<file path="src/rtl/aud_ser_pkg.sv">
package aud_ser_pkg;

  typedef enum logic [2:0] {
    FMT_I2S  = 3'd0,
    FMT_LJ   = 3'd1,
    FMT_RJ   = 3'd2,
    FMT_DSPA = 3'd3,
    FMT_DSPB = 3'd4
  } fmt_e;

  function automatic logic fmt_is_dsp(input logic [2:0] f);
    return (f == FMT_DSPA) || (f == FMT_DSPB);
  endfunction

  function automatic logic fmt_is_rj(input logic [2:0] f);
    return f == FMT_RJ;
  endfunction

  // one-BCLK data offset: I2S, DSP_A and unused codes (treated as I2S)
  function automatic logic fmt_offset(input logic [2:0] f);
    return !((f == FMT_LJ) || (f == FMT_RJ) || (f == FMT_DSPB));
  endfunction

  // level of lrclk during the first slot of a frame, before frame inversion
  function automatic logic fmt_start_lvl(input logic [2:0] f);
    return (f == FMT_LJ) || (f == FMT_RJ) || (f == FMT_DSPA) || (f == FMT_DSPB);
  endfunction

endpackage

</file>
<file path="src/rtl/aud_ser_clkgen.sv">
module aud_ser_clkgen #(
  parameter int CLK_DIV = 2
) (
  input  logic clk_i,
  input  logic rst_ni,
  output logic ph_o,
  output logic fall_o
);
  localparam int DW = (CLK_DIV > 1) ? $clog2(CLK_DIV) : 1;

  logic [DW-1:0] cnt_q;
  logic          ph_q;
  logic          tick;

  assign tick = (cnt_q == DW'(CLK_DIV - 1));

  always_ff @(posedge clk_i or negedge rst_ni) begin
    if (!rst_ni) begin
      cnt_q <= '0;
      ph_q  <= 1'b1;
    end else begin
      cnt_q <= tick ? '0 : cnt_q + 1'b1;
      if (tick) ph_q <= ~ph_q;
    end
  end

  assign ph_o   = ph_q;
  assign fall_o = tick & ph_q;

  assert_fall_from_high_R1: assert property (@(posedge clk_i) disable iff (!rst_ni)
    fall_o |=> !ph_o);

endmodule

</file>
<file path="src/rtl/aud_ser_framer.sv">
module aud_ser_framer
  import aud_ser_pkg::*;
#(
  parameter int HALF_W = 10,
  parameter int K_W    = HALF_W + 2
) (
  input  logic              clk_i,
  input  logic              rst_ni,
  input  logic              fall_i,
  input  logic [2:0]        fmt_i,
  input  logic [HALF_W-1:0] half_i,
  input  logic              finv_i,
  output logic              load_o,
  output logic [K_W-1:0]    slot_n_o,
  output logic [K_W-1:0]    slot_o,
  output logic              lrclk_o
);
  logic [K_W-1:0] slot_q, last, n;
  logic           run_q, lr_q, lr_n, start, wrap_pt;

  assign last    = {1'b0, half_i, 1'b1};
  assign n       = {2'b00, half_i} + 1'b1;
  assign start   = fmt_start_lvl(fmt_i) ^ finv_i;
  assign wrap_pt = !run_q || (slot_q == last);
  assign load_o  = fall_i && wrap_pt;

  always_comb begin
    slot_n_o = wrap_pt ? '0 : slot_q + 1'b1;
    if (fmt_is_dsp(fmt_i)) lr_n = (slot_n_o == '0) ? start : ~start;
    else                   lr_n = (slot_n_o < n)    ? start : ~start;
  end

  always_ff @(posedge clk_i or negedge rst_ni) begin
    if (!rst_ni) begin
      slot_q <= '0;
      run_q  <= 1'b0;
      lr_q   <= 1'b0;
    end else if (fall_i) begin
      slot_q <= slot_n_o;
      run_q  <= 1'b1;
      lr_q   <= lr_n;
    end
  end

  assign slot_o  = slot_q;
  assign lrclk_o = lr_q;

  assert_ready_pulse_R10: assert property (@(posedge clk_i) disable iff (!rst_ni)
    load_o |=> !load_o);

  assert_frame_start_R2: assert property (@(posedge clk_i) disable iff (!rst_ni)
    (fall_i && run_q && slot_q == last) |=> (slot_q == '0 && lrclk_o == start));

  assert_dsp_pulse_R6: assert property (@(posedge clk_i) disable iff (!rst_ni)
    (fmt_is_dsp(fmt_i) && run_q && fall_i && lrclk_o == start) |=> (lrclk_o != start));

endmodule

</file>
<file path="src/rtl/aud_ser_shifter.sv">
module aud_ser_shifter
  import aud_ser_pkg::*;
#(
  parameter int SAMPLE_W = 16,
  parameter int HALF_W   = 10,
  parameter int K_W      = HALF_W + 2
) (
  input  logic                clk_i,
  input  logic                rst_ni,
  input  logic                fall_i,
  input  logic                load_i,
  input  logic [K_W-1:0]      slot_n_i,
  input  logic [HALF_W-1:0]   half_i,
  input  logic [2:0]          fmt_i,
  input  logic                valid_i,
  input  logic [SAMPLE_W-1:0] left_i,
  input  logic [SAMPLE_W-1:0] right_i,
  output logic                sdata_o,
  output logic                underrun_o
);
  localparam logic [K_W-1:0] W_K  = K_W'(SAMPLE_W);
  localparam logic [K_W-1:0] W2_K = K_W'(2 * SAMPLE_W);

  logic [SAMPLE_W-1:0] cur_l, cur_r, nl, nr, wr, word, sh;
  logic [K_W-1:0]      n, len, p, q, idx;
  logic                off, wrap, ch, hit, bit_n, sd_q, un_q;

  assign n   = {2'b00, half_i} + 1'b1;
  assign len = {1'b0, half_i, 1'b0} + K_W'(2);
  assign off = fmt_offset(fmt_i);

  always_comb begin
    wrap = off && (slot_n_i == '0);
    p    = wrap ? len - 1'b1 : slot_n_i - {{(K_W-1){1'b0}}, off};
    nl   = load_i ? (valid_i ? left_i  : '0) : cur_l;
    nr   = load_i ? (valid_i ? right_i : '0) : cur_r;
    // slot spilled over from the previous frame reads the still-held right word
    wr   = wrap ? cur_r : nr;
    word = '0;
    idx  = '0;
    hit  = 1'b0;
    ch   = 1'b0;
    q    = '0;
    if (fmt_is_dsp(fmt_i)) begin
      if (p < W_K) begin
        word = nl; idx = W_K - 1'b1 - p; hit = 1'b1;
      end else if (p < W2_K) begin
        word = wr; idx = W2_K - 1'b1 - p; hit = 1'b1;
      end
    end else begin
      ch   = (p >= n);
      q    = ch ? p - n : p;
      word = ch ? wr : nl;
      if (fmt_is_rj(fmt_i)) begin
        hit = (q + W_K >= n);
        idx = n - 1'b1 - q;
      end else begin
        hit = (q < W_K);
        idx = W_K - 1'b1 - q;
      end
    end
    sh    = word >> idx;
    bit_n = hit & sh[0];
  end

  always_ff @(posedge clk_i or negedge rst_ni) begin
    if (!rst_ni) begin
      cur_l <= '0;
      cur_r <= '0;
      sd_q  <= 1'b0;
      un_q  <= 1'b0;
    end else begin
      if (fall_i) sd_q <= bit_n;
      if (load_i) begin
        cur_l <= valid_i ? left_i  : '0;
        cur_r <= valid_i ? right_i : '0;
        un_q  <= !valid_i;
      end
    end
  end

  assign sdata_o    = sd_q;
  assign underrun_o = un_q;

  assert_underrun_set_R11: assert property (@(posedge clk_i) disable iff (!rst_ni)
    (load_i && !valid_i) |=> underrun_o);

endmodule

</file>
<file path="src/rtl/aud_ser_tx.sv">
module aud_ser_tx
  import aud_ser_pkg::*;
#(
  parameter int SAMPLE_W = 16,
  parameter int CLK_DIV  = 2,
  parameter int HALF_W   = 10
) (
  input  logic                clk_i,
  input  logic                rst_ni,
  input  logic [2:0]          fmt_i,
  input  logic [HALF_W-1:0]   half_period_i,
  input  logic                frame_inv_i,
  input  logic                bclk_inv_i,
  input  logic                s_valid_i,
  output logic                s_ready_o,
  input  logic [SAMPLE_W-1:0] s_left_i,
  input  logic [SAMPLE_W-1:0] s_right_i,
  output logic                bclk_o,
  output logic                lrclk_o,
  output logic                sdata_o,
  output logic                underrun_o
);
  localparam int K_W = HALF_W + 2;

  logic           ph, fall, load;
  logic [K_W-1:0] slot_n, slot_q;

  aud_ser_clkgen #(.CLK_DIV(CLK_DIV)) u_clkgen (
    .clk_i(clk_i), .rst_ni(rst_ni), .ph_o(ph), .fall_o(fall)
  );

  aud_ser_framer #(.HALF_W(HALF_W), .K_W(K_W)) u_framer (
    .clk_i(clk_i), .rst_ni(rst_ni), .fall_i(fall), .fmt_i(fmt_i),
    .half_i(half_period_i), .finv_i(frame_inv_i), .load_o(load),
    .slot_n_o(slot_n), .slot_o(slot_q), .lrclk_o(lrclk_o)
  );

  aud_ser_shifter #(.SAMPLE_W(SAMPLE_W), .HALF_W(HALF_W), .K_W(K_W)) u_shifter (
    .clk_i(clk_i), .rst_ni(rst_ni), .fall_i(fall), .load_i(load),
    .slot_n_i(slot_n), .half_i(half_period_i), .fmt_i(fmt_i),
    .valid_i(s_valid_i), .left_i(s_left_i), .right_i(s_right_i),
    .sdata_o(sdata_o), .underrun_o(underrun_o)
  );

  assign s_ready_o = load;
  assign bclk_o    = ph ^ bclk_inv_i;

  assert_launch_edge_R1: assert property (@(posedge clk_i) disable iff (!rst_ni)
    !fall |=> ($stable(sdata_o) && $stable(lrclk_o)));

  assert_underrun_zero_R11: assert property (@(posedge clk_i) disable iff (!rst_ni)
    (underrun_o && slot_q != '0) |-> !sdata_o);

endmodule

</file>
<file path="config.mk">
export PLATFORM = sky130hd
export DESIGN_NAME = aud_ser_tx
export DESIGN_NICKNAME = d
export VERILOG_FILES = /design/src/rtl/aud_ser_pkg.sv /design/src/rtl/aud_ser_clkgen.sv /design/src/rtl/aud_ser_framer.sv /design/src/rtl/aud_ser_shifter.sv /design/src/rtl/aud_ser_tx.sv
export SDC_FILE = /design/constraint.sdc
export NUM_CORES = 1
export LEC_CHECK = 0
export BUFFER_PORTS_ARGS = -buffer_cell sky130_fd_sc_hd__buf_2
export CORE_UTILIZATION = 55
export DETAILED_ROUTE_END_ITERATION = 16
export PLACE_DENSITY = 0.75
export REMOVE_ABC_BUFFERS = 1
export SYNTH_ARGS = -nofsm -noshare
export SYNTH_HDL_FRONTEND = slang
export SYNTH_SLANG_ARGS = --single-unit
</file>
<file path="constraint.sdc">
create_clock -name clk_i -period 17.1 [get_ports clk_i]
set_input_delay 0.855 -clock clk_i [delete_from_list [all_inputs] [get_ports clk_i]]
set_output_delay 0.855 -clock clk_i [all_outputs]
set_load 0.005 [all_outputs]
</file>
==> impl_metrics.json, run 1 <==
{
  "status": "completed",
  "pin_count": 55,
  "dp_hpwl_um": 13500,
  "ys.warnings.count": 0,
  "critPathCaptureType": "register",
  "synthToLayoutAreaGrowth_pct": 7.36,
  "synth_seq_cells": 50,
  "holdPathEnd": "u_shifter.cur_l[13]$_DFF_PN0_",
  "grtUsageTotal_pct": 31.1,
  "holdCritPathClass": "reg -> reg",
  "final_cell_mix": "nand2_1 (116), nor2_1 (55), buf_2 (54)",
  "hold_depth": 2,
  "async_flop_share_pct": 100,
  "ctsHtreeMaxLevel": 2,
  "cp.required_ns": 17.31,
  "fp.dieH_um": 107,
  "drt-total-wl_um": 17200,
  "synth_edf_count": 0,
  "timing.fmax_mhz": 121,
  "grt_pass1_vias": 5660,
  "synthCells": 775,
  "drt_iter0_markers": 444,
  "grt.overflow.total": 0,
  "clockBufferDepth": 2,
  "final_common_cell": "nand2_1",
  "min_from": "u_shifter.cur_l[13]$_DFF_PN0_",
  "antenna_found_initial": 0,
  "tightest_slew_ns": 1.00,
  "drive_above_1_share_pct": 14.1,
  "grt_pass1_wl_um": 28400,
  "antenna_cells": 0,
  "hold_violations": 0,
  "worst_clock_skew_ns": 0.0159,
  "syn_area_um2": 6090,
  "worst_hold_slack_ns": 0.474,
  "clk_latency_ns": 0.33,
  "rsz0062_at_grt": "false",
  "cts.repair.resized": 0,
  "core_um2": 10800,
  "nNetsFinal": 901,
  "slew_violations": 0,
  "reg2reg_to": "u_shifter.sdata_o$_DFFE_PN0P_",
  "port_buffers": 54,
  "power_uw": 330,
  "path_clk_slew_ns": 0.11,
  "p_leak_uw": 0.00296,
  "yosysSeqAreaShare_pct": 20.6,
  "grt_max_degree": 51,
  "critPathLaunchType": "register",
  "initial_utilization_pct": 56.4,
  "dieArea_um2": 11500,
  "viasPerCell": 6.33,
  "arrival_ns": 8.46,
  "firstDrtPassIters": 5,
  "cts_buffers": 5,
  "ys_dominant_reg_cell": "dfrtp_1",
  "cts_hold_buffers": 0,
  "avgSynthCellArea_um2": 7.85,
  "clock_sinks": 50,
  "ant_nets": 0,
  "fillCellCount": 1010,
  "root_buffer": "clkbuf_8",
  "row_count": 38,
  "cts_tree": "built",
  "r2r_start": "u_framer.slot_o[0]$_DFFE_PN0P_",
  "pwr_density_cell_nw_per_um2": 50.5,
  "fin_crit_ns": 8.25,
  "drc": 0,
  "synth.distinct_cells": 93,
  "tns_ns": 0,
  "ir_worst_vdd_mv": 0.0414,
  "slew-limit-headroom_pct": 32.5,
  "worstPathMaxFanout": 13,
  "crit_type": "reg -> reg",
  "r2r_setup_slack_ns": 8.85,
  "die_w_um": 107,
  "maxCapViolations": 0,
  "postCtsSetupRepairBufs": 0,
  "gp_congestion": 0.988,
  "ff2ff_path_depth": 26,
  "setup_viol": 0,
  "wl_per_cell_um": 18.1,
  "vias": 5999,
  "period_share_pct": 48.3
}
## metal layers
layer	part of all wire (%)	vias to the layer above	track usage, %
li1	-	2929	-
met3	7.1	35	4.68
met2	45	240	52.0
met5	0	-	0
met1	45	2795	41.3
met4	2.6	0	9.00
## how the worst max path moves through the flow
stage                                         startpoint                             to  slack [ns]  cells past startpoint
after global placement                  half_period_i[7]  u_shifter.sdata_o$_DFFE_PN0P_        9.24                     26
after detailed placement  u_framer.slot_o[0]$_DFFE_PN0P_  u_shifter.sdata_o$_DFFE_PN0P_        8.98                     26
after global routing      u_framer.slot_o[0]$_DFFE_PN0P_  u_shifter.sdata_o$_DFFE_PN0P_        8.13                     26
final                     u_framer.slot_o[0]$_DFFE_PN0P_  u_shifter.sdata_o$_DFFE_PN0P_        8.85                     26
after floorplan                         half_period_i[9]  u_shifter.sdata_o$_DFFE_PN0P_        8.36                     25
after CTS                 u_framer.slot_o[0]$_DFFE_PN0P_  u_shifter.sdata_o$_DFFE_PN0P_        8.91                     26
## critical path, cell delays in order (launching register included)
cell	delay [ns]
dfrtp_1	0.54
ha_1	0.34
nand4_1	0.22
nor2_1	0.10
or4_1	0.59
a2111o_1	0.56
nand2_1	0.41
a21oi_1	0.27
fa_1	0.53
a211oi_1	0.26
nor2_1	0.13
o311ai_0	0.61
a21oi_1	0.14
buf_4	0.24
a21oi_1	0.34
nor2_1	0.17
o21ai_0	0.29
ha_1	0.32
a211oi_4	0.42
o21a_1	0.56
mux2i_1	0.26
mux2i_1	0.09
mux2_2	0.27
mux2i_1	0.14
nand2_1	0.08
o2111ai_1	0.11
a32oi_1	0.12
## synth_stat cells (3+ instances only)
cell type / n / area share, %
o311ai_0: 3 / 0.43
o21ai_2: 3 / 0.43
a211o_1: 4 / 0.58
or2_2: 4 / 0.41
buf_1: 5 / 0.31
and4_1: 4 / 0.58
ha_1: 43 / 8.8
mux2i_1: 24 / 3.9
mux2_2: 6 / 1.1
nor2_1: 55 / 3.4
o22ai_1: 14 / 1.4
and3_1: 4 / 0.41
o21ai_0: 25 / 2.1
a211oi_1: 10 / 1.2
or3_1: 6 / 0.62
a21o_1: 9 / 1.1
nand2_1: 116 / 7.2
and2_1: 5 / 0.51
buf_2: 9 / 0.74
nor4_1: 5 / 0.51
o211ai_1: 8 / 0.99
inv_1: 31 / 1.9
a2111oi_4: 3 / 1.4
nor3_1: 16 / 1.3
xnor2_1: 35 / 5.0
o21ai_1: 4 / 0.33
nand3_1: 50 / 4.1
o21a_1: 20 / 2.5
o31a_1: 3 / 0.43
nor2b_1: 9 / 0.92
a31oi_1: 10 / 1.0
nand2b_1: 13 / 1.3
o2111ai_1: 3 / 0.43
nand4_1: 14 / 1.4
a2111o_1: 3 / 0.55
o31ai_1: 12 / 1.5
a21oi_1: 34 / 2.8
dfrtp_1: 49 / 20
xor2_1: 16 / 2.3
a21boi_0: 4 / 0.49
clkbuf_1: 19 / 1.2
## stage by stage
stage / util [%] / area (um^2) / std cells / setup WS, ns
finish: 60.5 / 6540 / 948 / 8.85
global route: 60.5 / 6540 / 948 / 8.13
CTS: 60.5 / 6540 / 948 / 8.91
floorplan: - / 5930 / 739 / 8.36
detailed placement: 59.6 / 6440 / 940 / 8.98
global placement: 59.6 / 6440 / 940 / 9.24
## where the power goes
group / leakage (uW) / total (uW) / internal, uW / switching, uW
clock: 0.0000502 / 78.8 / 30.5 / 48.4
combinational: 0.00228 / 126 / 50.9 / 75.3
sequential: 0.000631 / 125 / 123 / 2.24
## kinds of logic after synthesis
logic type | after synthesis | share of synthesized area (%)
adder cells (fa/ha/maj) | 45 | 9.35
AO/OA/AOI/OAI | 211 | 27.3
flip-flops | 50 | 20.6
buffers and inverters | 68 | 4.62
AND/OR/NAND/NOR | 319 | 25.5
XOR/XNOR | 51 | 7.34
multiplexers | 31 | 5.30
## final cells by class
cell class | instances | area (um^2) | share of cell area (%)
clock buffer | 5 | 68.8 | 1.05
timing repair buffer | 61 | 323 | 4.94
clock inverter | 3 | 28.8 | 0.440
multi-input combinational | 657 | 4570 | 69.9
tap | 140 | 175 | 2.68
sequential | 50 | 1250 | 19.2
inverter | 32 | 120 | 1.84
## registers in the layout (all words and copies together) (netlist names)
name / cells
u_framer.slot_o: 12
u_framer.lrclk_o: 1
u_shifter.cur_r: 16
u_clkgen.cnt_q: 1
u_shifter.sdata_o: 1
u_framer.run_q: 1
u_shifter.underrun_o: 1
u_clkgen.ph_o: 1
u_shifter.cur_l: 16
No activity file was read; power rests on OpenSTA's default activity.
==> inputs of run 2 (changes only) <==
clock period = 8.3 ns   (was 17.1 ns; I/O delays follow)
==> run 2 against run 1 <==
Effect of this change: routed wire length grew 1.5%; sequential share of layout area fell by 0.13 points; register-to-register slack got worse by 8.4 ns; die area stayed put; setup slack got worse by 8.4 ns; clock-buffer cell count unchanged; hold slack got worse by 0.31 ns; critical path depth is 4 higher; utilization increased by 0.41 points; sequential cell count is the same; final cell count up 0.53%; clock skew decreased by 0.0022 ns; critical path type unchanged; largest cell class unchanged; largest power group unchanged.
==> impl_metrics.json, run 2 (synthesis results as in run 1) <==
{
  "status": "completed",
  "hold_violations": 0,
  "grt_pass1_wl_um": 28600,
  "grt_pass1_vias": 5756,
  "placed_cell_area_um2": 6470,
  "fp.dieH_um": 107,
  "ctsHtreeMaxLevel": 2,
  "worstPathMaxFanout": 12,
  "setup_viol": 0,
  "slew_violations": 0,
  "slew-limit-headroom_pct": 40.3,
  "worst_path_most_repeated_cell": "a21oi_1",
  "ir_worst_vdd_mv": 0.0777,
  "dieArea_um2": 11500,
  "drt-total-wl_um": 17400,
  "timing.fmax_mhz": 128,
  "period_share_pct": 94.4,
  "firstDrtPassIters": 6,
  "crit_type": "reg -> reg",
  "finalInstanceArea_um2": 6580,
  "antenna_found_initial": 0,
  "dp_hpwl_um": 13800,
  "clk_latency_ns": 0.32,
  "critPathLaunchType": "register",
  "drc": 0,
  "tightest_slew_ns": 0.895,
  "synthToLayoutAreaGrowth_pct": 8.08,
  "cp.required_ns": 8.49,
  "final_cell_mix": "nand2_1 (115), nor2_1 (55), buf_2 (54)",
  "cts_tree": "built",
  "drt_iter0_markers": 481,
  "cts_buffers": 5,
  "slowest_delay_ns": 0.56,
  "core_um2": 10800,
  "critical-path-top-delay-family": "compound AO/OA/AOI/OAI gates",
  "row_count": 38,
  "wl_per_cell_um": 18.3,
  "drive_above_1_share_pct": 14.9,
  "antenna_cells": 0,
  "cpMaxStageDelayCell": "dfrtp_1",
  "maxCapViolations": 0,
  "cts_hold_buffers": 0,
  "worstSetupStartpoint": "u_framer.slot_o[0]$_DFFE_PN0P_",
  "worst_hold_slack_ns": 0.167,
  "p_leak_uw": 0.00298,
  "gp_congestion": 0.961,
  "viasPerCell": 6.38,
  "r2r_start": "u_framer.slot_o[0]$_DFFE_PN0P_",
  "grtUsageTotal_pct": 31.4,
  "arrival_ns": 8.03,
  "final_common_cell": "nand2_1",
  "root_buffer": "clkbuf_8",
  "rsz0062_at_grt": "false",
  "holdCritPathClass": "in -> async",
  "ant_nets": 0,
  "path_clk_slew_ns": 0.11,
  "nNetsFinal": 906,
  "initial_utilization_pct": 56.4,
  "critPathCaptureType": "register",
  "die_w_um": 107,
  "grt_max_degree": 51,
  "fin_crit_ns": 7.84,
  "port_buffers": 54,
  "vias": 6079,
  "path_buf_inv": 1,
  "worst_clock_skew_ns": 0.0137,
  "clockBufferDepth": 2,
  "pin_count": 55,
  "clock_sinks": 50,
  "pwr_density_cell_nw_per_um2": 103,
  "grt.overflow.total": 0
}
[run 2: cell count changes in the layout (fill, tap and decap cells not counted)]
cell and delta:
buf_4 +5, a21oi_1 -1, a21oi_2 +1, nand2_1 -1, nand2_2 +1
[run 2: final timing paths]
check	slack, ns	depth (start not counted)	endpoint
min in group clk_i	0.34	3	u_shifter.cur_r[14]$_DFF_PN0_
max in group asynchronous	7.67	2	u_shifter.cur_r[8]$_DFF_PN0_
setup reg to reg	0.46	30	u_shifter.sdata_o$_DFFE_PN0P_
setup / recovery	0.46	30	u_shifter.sdata_o$_DFFE_PN0P_
hold / removal	0.17	2	u_framer.slot_o[7]$_DFFE_PN0P_
hold reg to reg	0.48	2	u_shifter.cur_l[5]$_DFF_PN0_
[run 2: final cells by class]
| type | instances | area [um^2] |
|---|---|---|
| fillers | 1014 | 4210 |
| repair buffers | 66 | 360 |
| multi-input cells | 657 | 4570 |
| clock buffers | 5 | 68.8 |
| flip-flops and latches | 50 | 1250 |
| inverters | 32 | 120 |
| well taps | 140 | 175 |
| clock inverters | 3 | 28.8 |
[run 2: through the flow]
step           TNS, ns  cells  util (%)  setup WS, ns  power (uW)
2_1_floorplan   -0.108    739         -        -0.108         441
3_3_place_gp         0    945      60.0         0.661         516
3_5_place_dp         0    945      60.0         0.466         521
4_1_cts              0    953      60.9         0.407         682
5_1_grt              0    953      61.0        0.0120         719
6_report             0    953      61.0         0.464         679
[run 2: timing repair]
item / 4_1_cts / 5_1_grt
setup endpoints to repair: 0 / 1
gates resized for setup: 0 / 2
setup buffers: 0 / 0
[run 2: metal layers]
| layer | global-route usage (%) | part of all wire, % | vias to the layer above |
|---|---|---|---|
| li1 | - | - | 2938 |
| met1 | 41.2 | 44 | 2849 |
| met2 | 52.7 | 46 | 255 |
| met3 | 5.11 | 7.0 | 37 |
| met4 | 9.59 | 2.6 | 0 |
| met5 | 0 | 0 | - |
[run 2: power by group]
part           switching (uW)  internal, uW  total, uW
Combinational             157           107        264
Clock                    95.2          62.7        158
Sequential               4.97           253        258
Total                     257           422        679
==> inputs of run 3 (changes only) <==
PLACE_DENSITY = 0.74   (was 0.75)
SYNTH_HIERARCHICAL = 1   (was unset)
==> run 3 against run 2 <==
Effect of this change: combinational power fell by 4%; sequential share of layout area is 1.0 points lower; sequential power barely moved; non-clock buffer count grew 1; critical endpoint is now u_shifter/sdata_o$_DFFE_PN0P_; largest cell class unchanged; highest routed layer unchanged.
==> impl_metrics.json, run 3 <==
{
  "power_uw": 745,
  "fin_crit_ns": 7.70,
  "clk_latency_ns": 0.29,
  "firstDrtPassIters": 6,
  "final_common_cell": "nor2_1",
  "fillCellCount": 967,
  "dieArea_um2": 12000,
  "synth_common_cells": "nor2_1 (72), nand2_1 (64), dfrtp_1 (49)",
  "final_cell_mix": "nor2_1 (72), nand2_1 (64), buf_2 (54)",
  "holdCritPathClass": "in -> async",
  "ant_nets": 0,
  "row_count": 38,
  "place_ws_ns": 0.468,
  "syn_area_um2": 6380,
  "p_leak_uw": 0.00308,
  "fin_util_pct": 62.9,
  "postCtsSetupRepairBufs": 0,
  "crit_type": "reg -> reg",
  "status": "completed",
  "async_flop_share_pct": 100,
  "ctsHtreeMaxLevel": 2,
  "synthCells": 811,
  "maxCapViolations": 0,
  "antenna_cells": 0,
  "tightest_slew_ns": 0.958,
  "drc": 0,
  "worst_clock_skew_ns": 0.00408,
  "critPathLaunchType": "register",
  "synth_edf_count": 0,
  "setup_viol": 0,
  "root_buffer": "clkbuf_16",
  "slowest_delay_ns": 0.68,
  "path_buf_inv": 4,
  "core_um2": 11100,
  "die_w_um": 110,
  "pin_count": 55,
  "period_share_pct": 92.8,
  "cts_buffers": 5,
  "drt_iter0_markers": 683,
  "wl_per_cell_um": 20.4,
  "worstPathMaxFanout": 16,
  "cts.repair.resized": 0,
  "synthTopCellsByArea": "dfrtp_1 (19%), ha_1 (8.8%), xnor2_1 (5.1%), nor2_1 (4.2%), xor2_1 (3.8%)",
  "antenna_found_initial": 0,
  "avgSynthCellArea_um2": 7.87,
  "synth_top_area_cell": "dfrtp_1",
  "vias": 6627,
  "cts_tree": "built",
  "ys.warnings.count": 6,
  "yosysSeqAreaShare_pct": 19.6,
  "viasPerCell": 6.69,
  "grtUsageTotal_pct": 34.7,
  "slew_violations": 0,
  "drt-total-wl_um": 20200,
  "ys_dominant_reg_cell": "dfrtp_1",
  "grt_max_degree": 32,
  "slew-limit-headroom_pct": 34.5,
  "synthToLayoutAreaGrowth_pct": 9.30,
  "grt_pass1_vias": 6120,
  "cpMaxStageDelayCell": "nor2_1",
  "dp_hpwl_um": 15600,
  "critPathCaptureType": "register",
  "fp.dieH_um": 110,
  "worst_hold_slack_ns": 0.0623,
  "nNetsFinal": 946,
  "clockBufferDepth": 2,
  "hold_violations": 0,
  "cts_hold_buffers": 0,
  "r2r_setup_slack_ns": 0.60,
  "grt.overflow.total": 0,
  "synth_seq_cells": 50,
  "synth.top_cell.area_share_pct": 19.2,
  "synth.distinct_cells": 92,
  "critical-path-top-delay-family": "simple AND/OR/NAND/NOR gates",
  "synth.most_common_cell": "nor2_1",
  "cp.required_ns": 8.51,
  "path_clk_slew_ns": 0.06,
  "pwr_density_cell_nw_per_um2": 107,
  "initial_utilization_pct": 57.6,
  "gp_congestion": 0.959,
  "rsz0062_at_grt": "false",
  "tns_ns": 0,
  "port_buffers": 54,
  "timing.fmax_mhz": 130,
  "clock_sinks": 50,
  "ir_worst_vdd_mv": 0.183,
  "drive_above_1_share_pct": 15.7,
  "grt_pass1_wl_um": 31900,
  "setup_ws_ns": 0.597,
  "arrival_ns": 7.92
}
-- run 3: cell count changes in the layout (fill, tap and decap cells not counted), moves of 10 or more --
cell	change
nand2_1	-51
o21ai_0	+23
nand3_1	-19
nor2_1	+17
a22o_1	+16
inv_1	+16
xor2_1	+12
o21a_1	-10
-- run 3: metrics by stage --
step | std cells | cell area [um^2]
2_1_floorplan | 776 | 6200
3_3_place_gp | 983 | 6750
3_5_place_dp | 983 | 6750
4_1_cts | 991 | 6910
5_1_grt | 991 | 6970
6_report | 991 | 6970
-- run 3: logic make-up (layout without fill, tap and decap cells) --
family | Yosys count | in the layout | synth area share, %
adders and majority gates | 47 | 47 | 9.30
AOI/OAI and AO/OA | 231 | 231 | 26.1
DFF | 50 | 50 | 19.6
and+or+nand+nor | 301 | 301 | 24.8
muxes | 33 | 33 | 5.57
buffers and inverters | 84 | 124 | 5.63
xor gates and xnor gates | 65 | 65 | 8.92
-- run 3: final timing paths --
path | cells after the start | to | start
worst max-delay path | 30 | u_shifter/sdata_o$_DFFE_PN0P_ | u_framer/slot_o[0]$_DFFE_PN0P_
worst min-delay path | 1 | u_clkgen/cnt_q$_DFF_PN0_ | rst_ni
worst max register to register | 30 | u_shifter/sdata_o$_DFFE_PN0P_ | u_framer/slot_o[0]$_DFFE_PN0P_
worst min register to register | 1 | u_clkgen/ph_o$_DFFE_PN1P_ | u_clkgen/cnt_q$_DFF_PN0_
max in group asynchronous | 2 | u_shifter/cur_l[12]$_DFF_PN0_ | rst_ni
min in group clk_i | 2 | u_shifter/underrun_o$_DFFE_PN0P_ | s_valid_i
-- run 3: cell type report --
class	instances	area, um^2	area share (%)
well taps	140	175	2.51
clock buffers	6	129	1.85
repair buffers	67	368	5.28
multi-input cells	677	4820	69.2
flip-flops and latches	50	1260	18.0
inverters	49	184	2.64
clock inverters	2	37.5	0.538
-- run 3: power breakdown --
| part | switching (uW) | internal [uW] |
|---|---|---|
| clock network | 88.6 | 142 |
| logic | 152 | 102 |
| registers | 6.02 | 254 |
-- run 3: worst register-to-register path, delay by kind of cell (launching register included) --
kind | cells | cell delay, ns
buffers and inverters | 4 | 0.75
xor gates and xnor gates | 1 | 0.16
DFF | 1 | 0.53
adders and majority gates | 3 | 1.29
AOI/OAI and AO/OA | 8 | 1.69
and+or+nand+nor | 12 | 2.71
muxes | 2 | 0.55
-- run 3: layer usage --
metal  GRT usage [%]  vias to the layer above  part of all wire [%]
met5               0                        -                     0
met4            13.3                        0                   3.1
met3            5.04                       48                   8.2
met2            54.1                      333                    43
met1            48.3                     3141                    45
li1                -                     3105                     -
